<file path="src/rtl/dskdec_pkg.sv">
package dskdec_pkg;

  // Direction of a bus cycle as seen by the decoder.
  typedef enum logic {
    DIR_READ  = 1'b0,
    DIR_WRITE = 1'b1
  } bus_dir_e;

  // Strobe pair sent to the controller.
  typedef struct packed {
    logic rd;
    logic wr;
  } fdc_strobe_t;

endpackage

</file>
<file path="src/rtl/dskdec_window.sv">
module dskdec_window #(
  parameter int          ADDR_W   = 16,
  parameter int          WIN_BITS = 13,
  parameter logic [15:0] WIN_BASE = 16'h4000,
  parameter int          REG_BITS = 4
) (
  input  logic [ADDR_W-1:0] addr_i,
  input  logic              mem_en_i,
  input  logic              card_on_i,
  output logic              rom_hit_o,
  output logic              reg_hit_o
);
  localparam int TAG_W = ADDR_W - WIN_BITS;
  localparam int SUB_W = WIN_BITS - REG_BITS;

  logic win_hit;
  logic top_block;

  always_comb begin
    win_hit   = mem_en_i && card_on_i &&
                (addr_i[ADDR_W-1:WIN_BITS] == WIN_BASE[ADDR_W-1:WIN_BITS]);
    top_block = &addr_i[WIN_BITS-1:REG_BITS];
    reg_hit_o = win_hit && top_block;
    rom_hit_o = win_hit && !top_block;
  end

  // Guard against parameter sets that leave no ROM space.
  if (TAG_W < 1 || SUB_W < 1) begin : g_bad_params
    initial $fatal(1, "dskdec_window: window parameters out of range");
  end

endmodule

</file>
<file path="src/rtl/dskdec_rom_banks.sv">
module dskdec_rom_banks #(
  parameter int WIN_BITS = 13,
  parameter int BANKS    = 2
) (
  input  logic [WIN_BITS-1:0] offs_i,
  input  logic                rom_hit_i,
  output logic [BANKS-1:0]    ce_o
);
  localparam int SEL_W = $clog2(BANKS);

  logic [SEL_W-1:0] bank_sel;

  assign bank_sel = offs_i[WIN_BITS-1 -: SEL_W];

  for (genvar b = 0; b < BANKS; b++) begin : g_bank
    assign ce_o[b] = rom_hit_i && (bank_sel == SEL_W'(b));
  end

endmodule

</file>
<file path="src/rtl/dskdec_regmap.sv">
module dskdec_regmap
  import dskdec_pkg::*;
#(
  parameter int REG_BITS = 4
) (
  input  logic [REG_BITS-1:0] offs_i,
  input  logic                reg_hit_i,
  input  logic                wr_i,
  output fdc_strobe_t         stb_o,
  output logic [REG_BITS-3:0] idx_o,
  output logic                dir_ok_o
);
  localparam int HALF_BIT = REG_BITS - 1;

  bus_dir_e half_dir;
  bus_dir_e cyc_dir;
  logic     even;

  always_comb begin
    half_dir = offs_i[HALF_BIT] ? DIR_WRITE : DIR_READ;
    cyc_dir  = wr_i ? DIR_WRITE : DIR_READ;
    even     = !offs_i[0];
    dir_ok_o = reg_hit_i && (half_dir == cyc_dir);
    stb_o.rd = dir_ok_o && even && (cyc_dir == DIR_READ);
    stb_o.wr = dir_ok_o && even && (cyc_dir == DIR_WRITE);
    idx_o    = reg_hit_i ? offs_i[HALF_BIT-1:1] : '0;
  end

endmodule

</file>
<file path="src/rtl/dskdec_top.sv">
module dskdec_top
  import dskdec_pkg::*;
#(
  parameter int          ADDR_W   = 16,
  parameter int          WIN_BITS = 13,
  parameter logic [15:0] WIN_BASE = 16'h4000,
  parameter int          REG_BITS = 4,
  parameter int          BANKS    = 2
) (
  input  logic [ADDR_W-1:0]   addr_i,
  input  logic                mem_en_i,
  input  logic                wr_i,
  input  logic                card_on_i,
  output logic [BANKS-1:0]    rom_ce_o,
  output logic                fdc_cs_o,
  output logic                fdc_rd_o,
  output logic                fdc_wr_o,
  output logic [REG_BITS-3:0] fdc_reg_o,
  output logic                xcvr_en_o,
  output logic                bus_rd_en_o
);
  logic        rom_hit;
  logic        reg_hit;
  logic        dir_ok;
  fdc_strobe_t stb;

  dskdec_window #(
    .ADDR_W  (ADDR_W),
    .WIN_BITS(WIN_BITS),
    .WIN_BASE(WIN_BASE),
    .REG_BITS(REG_BITS)
  ) u_window (
    .addr_i   (addr_i),
    .mem_en_i (mem_en_i),
    .card_on_i(card_on_i),
    .rom_hit_o(rom_hit),
    .reg_hit_o(reg_hit)
  );

  dskdec_rom_banks #(
    .WIN_BITS(WIN_BITS),
    .BANKS   (BANKS)
  ) u_banks (
    .offs_i   (addr_i[WIN_BITS-1:0]),
    .rom_hit_i(rom_hit),
    .ce_o     (rom_ce_o)
  );

  dskdec_regmap #(
    .REG_BITS(REG_BITS)
  ) u_regmap (
    .offs_i   (addr_i[REG_BITS-1:0]),
    .reg_hit_i(reg_hit),
    .wr_i     (wr_i),
    .stb_o    (stb),
    .idx_o    (fdc_reg_o),
    .dir_ok_o (dir_ok)
  );

  always_comb begin
    fdc_cs_o    = reg_hit;
    fdc_rd_o    = stb.rd;
    fdc_wr_o    = stb.wr;
    xcvr_en_o   = rom_hit || dir_ok;
    bus_rd_en_o = xcvr_en_o;
  end

endmodule

</file>
<file path="config.mk">
export PLATFORM = sky130hd
export DESIGN_NAME = dskdec_top
export DESIGN_NICKNAME = d
export VERILOG_FILES = /design/src/rtl/dskdec_pkg.sv /design/src/rtl/dskdec_window.sv /design/src/rtl/dskdec_rom_banks.sv /design/src/rtl/dskdec_regmap.sv /design/src/rtl/dskdec_top.sv
export SDC_FILE = /design/constraint.sdc
export NUM_CORES = 1
export LEC_CHECK = 0
export ABC_AREA = 1
export BUFFER_PORTS_ARGS = -buffer_cell sky130_fd_sc_hd__buf_2
export CAP_MARGIN = 20
export CORE_AREA = 2 2 39 41
export DETAILED_ROUTE_END_ITERATION = 12
export DIE_AREA = 0 0 41 43
export SETUP_SLACK_MARGIN = 0.1
export SLEW_MARGIN = 25
export SYNTH_ARGS = -nofsm -noshare
export SYNTH_HDL_FRONTEND = slang
export SYNTH_SLANG_ARGS = --single-unit
</file>
<file path="constraint.sdc">
create_clock -name vclk -period 1.3
set_input_delay 0.26 -clock vclk [all_inputs]
set_output_delay 0.26 -clock vclk [all_outputs]
set_load 0.02 [all_outputs]
</file>
### Yosys cells after proc, flatten, opt, wreduce, memory -nomap -nowiden

Cells that the tools add are included.
Widths: inputs -> output; s select.

| word-level totals | value |
|---|---|
| flip-flop bits (word level) | 0 |
| input port bits | 19 |
| output and inout port bits | 9 |
| logic and storage cells | 21 |

| operators by class | value |
|---|---|
| equality and inequality tests | 2 |
| mux-type cells | 3 |
| bitwise operators | 2 |
| reduce and logical (&&, ||, !) cells | 14 |

Operators with widths:

| operator | count |
|---|---|
| $logic_and 1x1->1 | 10 |
| $reduce_and 9->1 | 1 |
| $eq 3x2->1 const B | 1 |
| $logic_not 1->1 | 2 |
| $mux 1 | 2 |
| $mux 2 | 1 |
| $not 1->1 | 2 |
| $eq 1x1->1 | 1 |
| $logic_or 1x1->1 | 1 |

### Depth between registers and ports, before layout

| depth | value |
|---|---|
| depth in word-level cells | 6 |
| depth in mapped cells | 7 |
| depth with buffers taken out | 6 |

### By module

From an unflattened synthesis, not the netlist that was laid out.

| second synthesis, totals | value |
|---|---|
| cells, all modules | 40 |
| area total of the unflattened synthesis | 176.4 um2 |

By module, submodules not included:

| module | times used | cells an instance | area each (um2) | seq. area each (um2) |
|---|---|---|---|---|
| dskdec_window | 1 | 18 | 81.3 | 0.0 |
| dskdec_regmap | 1 | 14 | 58.8 | 0.0 |
| dskdec_top | 1 | 4 | 18.8 | 0.0 |
| dskdec_rom_banks | 1 | 4 | 17.5 | 0.0 |

### Least setup slack after synthesis

OpenSTA, ideal clock, no wires.

| timing | value |
|---|---|
| path kind | input -> output |
| start point | input port mem_en_i |
| end point | output port xcvr_en_o |
| arrival | 1.173 ns |
| required time | 1.040 ns |
| path slack | -0.133 ns |
| cell stages on the path | 6 |
| buffers on the path | 1 |
| path through | nand2_1 -> nand3b_2 -> nor2_4 -> nand2_1 -> nand2_1 -> buf_4 |

| on the way | value |
|---|---|
| longest elaborated chain between the ends | 5 |
| elaborated cells between the ends (all ways) | 6 |
| classes of those cells | reduce/logical: 6 |

RTL lines:

| what | RTL line | text |
|---|---|---|
| start, declared | dskdec_top.sv:11 | `input logic mem_en_i,` |
| $logic_and 1x1->1 (2 in a row) | dskdec_window.sv:20 | `win_hit = mem_en_i && card_on_i &&` |
| $logic_and 1x1->1 | dskdec_window.sv:23 | `reg_hit_o = win_hit && top_block;` |
| via fdc_cs_o | dskdec_top.sv:15 | `output logic fdc_cs_o,` |
| $logic_and 1x1->1 | dskdec_regmap.sv:23 | `dir_ok_o = reg_hit_i && (half_dir == cyc_dir);` |
| $logic_or 1x1->1 | dskdec_top.sv:64 | `xcvr_en_o = rom_hit \|\| dir_ok;` |
| end, declared | dskdec_top.sv:19 | `output logic xcvr_en_o,` |

The timed path passes the listed nets, and every way through them passes these cells.

### Worst setup path in the final report

| timing | value |
|---|---|
| start point | input port addr_i[13] |
| end point | output port fdc_rd_o |

| on the way | value |
|---|---|
| longest elaborated chain between the ends | 6 |

RTL lines:

| what | RTL line | text |
|---|---|---|
| start, declared | dskdec_top.sv:10 | `input logic [ADDR_W-1:0] addr_i,` |
| $eq 3x2->1 | dskdec_window.sv:21 | `(addr_i[ADDR_W-1:WIN_BITS] == WIN_BASE[ADDR_W-1:WIN_BITS]);` |
| $logic_and 1x1->1 | dskdec_window.sv:20 |  |
| $logic_and 1x1->1 | dskdec_window.sv:23 |  |
| $logic_and 1x1->1 | dskdec_regmap.sv:23 |  |
| $logic_and 1x1->1 (2 in a row) | dskdec_regmap.sv:24 | `stb_o.rd = dir_ok_o && even && (cyc_dir == DIR_READ);` |
| end, declared | dskdec_top.sv:16 | `output logic fdc_rd_o,` |

No other way between the ends.

==> impl_metrics.toml <==
[synth]
yosysTopAreaCellShare_pct = 19.9
ys_top_cells_by_area = "inv_1, nand2_1, nor2_1"
syn_area_per_cell_um2 = 5.00
synth.cell_area_um2 = 170
synth_common_cells = "inv_1, nand2_1, nor2_1"
netlist_instances = 34
yosysWarnings = 0
synth.most_common_cell = "inv_1"
yosysUniqueCellTypes = 12
yosys.area.top_type = "inv_1"
mappedNetlistNets = 53
synth-seq-area-share_pct = 0

[global_route]
grt_pass1_vias = 276
grt_usage_pct = 6.89
overflow = 0
grt_max_degree = 5
grt_pass1_wl_um = 924
antenna_found_initial = 0

[routing]
viasPerCell = 3.70
wl_per_cell_um = 6.74
first_iter_violations = 0
drc = 0
firstDrtPassIters = 1
via_count = 303
antenna_left = 0
wirelength_um = 553

[pwr]
peakVddDrop_mv = 0.0827
p_leak_nw = 0.295
total_power_w = 0.0000929
p_per_area_mw_per_mm2 = 169

[timing]
max_freq_mhz = 759
setup_viol = 2
setup_ws_ns = -0.0180
worst_slew_pin_slew_ns = 0.316
hold_viol_final = 0
maxSlewViolCount = 0
relSlewSlack_pct = 78.8
layout_min_cycle_time_ns = 1.32
rsz0062_at_grt = "true"
fin_setup_tns_ns = -0.0348
finalCritPeriodShare_pct = 101

[job]
cap_viol_max_count = 0

[setup_path]
slowest_stage = "nor2_4"
cpMostUsedCell = "nor2_4"
arrival_ns = 1.06
worstPathRequired_ns = 1.04
worst-setup-path-type = "in2out"
start_kind = "input pin"
path_buf_inv = 2
endpoint_kind = "primary output"
max_stage_delay_ns = 0.17
worstPathCellList = "buf_6, nor2_4, nand3b_4, nor2_4, nand3_4, nor2_4, buf_6"
crit_fanout = 4
cp_top_family = "simple AND/OR/NAND/NOR gates"

[cells_and_area]
final_nets = 87
antennaDiodeCount = 0
syn2layout_area_growth_pct = 223
drive_above_1_share_pct = 81.8
multi_input_area_um2 = 205
seq_cell_count = 0
fin_cells = 82
final_core_util_pct = 39.7
nClkBuffers = 0
ff_latch_area_um2 = 0
fillCellCount = 150

[place]
dp_hpwl_um = 494
post-place-ws_ns = -0.125
gp_congestion = 0.624
numPortBuffers = 28
dp.cells = 81

[status]
violations = "negative setup slack"
status = "finished, violations left"

[min_path]
hp-class = "in2out"

[floorplanning]
start_util_pct = 12.3
coreArea_mm2 = 0.00138
row_count = 14
fp.dieH_um = 43
die_x_um = 41
fp.dieArea_mm2 = 0.00176
ios = 28

[clock_network]
cts.hold.buffers_added = 0
[kinds of logic (layout without fill, tap and decap cells)]
family        Yosys count  after routing  synth area share [%]
buf+inv                12             44                  28.7
simple gates           21             21                  66.2
xor+xnor                1              1                  5.15
[power by group]
part	leakage [nW]	switching, W	internal, W	total [W]
Combinational	0.295	0.0000380	0.0000549	0.0000929
Clock	0	0	0	0
Sequential	0	0	0	0
Total	0.295	0.0000380	0.0000549	0.0000929
[stage by stage]
| stage | hold WS (ns) | cell area (µm²) |
|---|---|---|
| after floorplan | 0.552 | 228 |
| after global placement | 0.854 | 407 |
| after detailed placement | 0.860 | 407 |
| after CTS | 0.858 | 533 |
| after global routing | 0.866 | 549 |
| final | 0.833 | 549 |
[cell usage in the layout (no fill, tap or decap)]
| cell type | netlist | layout |
|---|---|---|
| nand2_4 | 0 | 2 |
| nand2_2 | 0 | 3 |
| nand3_1 | 1 | 1 |
| inv_2 | 1 | 3 |
| nor2_2 | 2 | 2 |
| nand2_1 | 8 | 3 |
| buf_4 | 1 | 5 |
| buf_2 | 0 | 12 |
| nand3_4 | 0 | 1 |
| nand3b_4 | 0 | 1 |
| xnor2_1 | 1 | 1 |
| nand3_2 | 2 | 1 |
| buf_6 | 0 | 16 |
| clkinv_4 | 0 | 1 |
| inv_1 | 9 | 7 |
| nor2_4 | 1 | 7 |
[final timing paths]
kind | slack (ns) | cells after the start | to | from
max | -0.02 | 7 | fdc_rd_o | addr_i[13]
min | 0.83 | 4 | fdc_reg_o[0] | addr_i[1]
[layer usage]
metal	wire (µm)	track usage [%]	vias to the layer above	share of wire [%]
met5	0	0	-	0
met4	0	0	0	0
met3	51	0	0	9.2
met2	350	14.4	12	63
met1	150	7.28	131	27
li1	-	-	160	-
[final cells by class]
cell class / instances / area share, %
timing repair buffer: 33 / 50.6
multi-input combinational: 22 / 37.4
inverter: 11 / 8.43
tap: 16 / 3.64
[what timing repair did]
action	4_1_cts	5_1_grt
gates resized for setup	32	2
endpoints found under the setup margin	9	9
buffers inserted	0	1
pin swaps	5	3
Note: power is estimated with default switching activity, not from simulation.
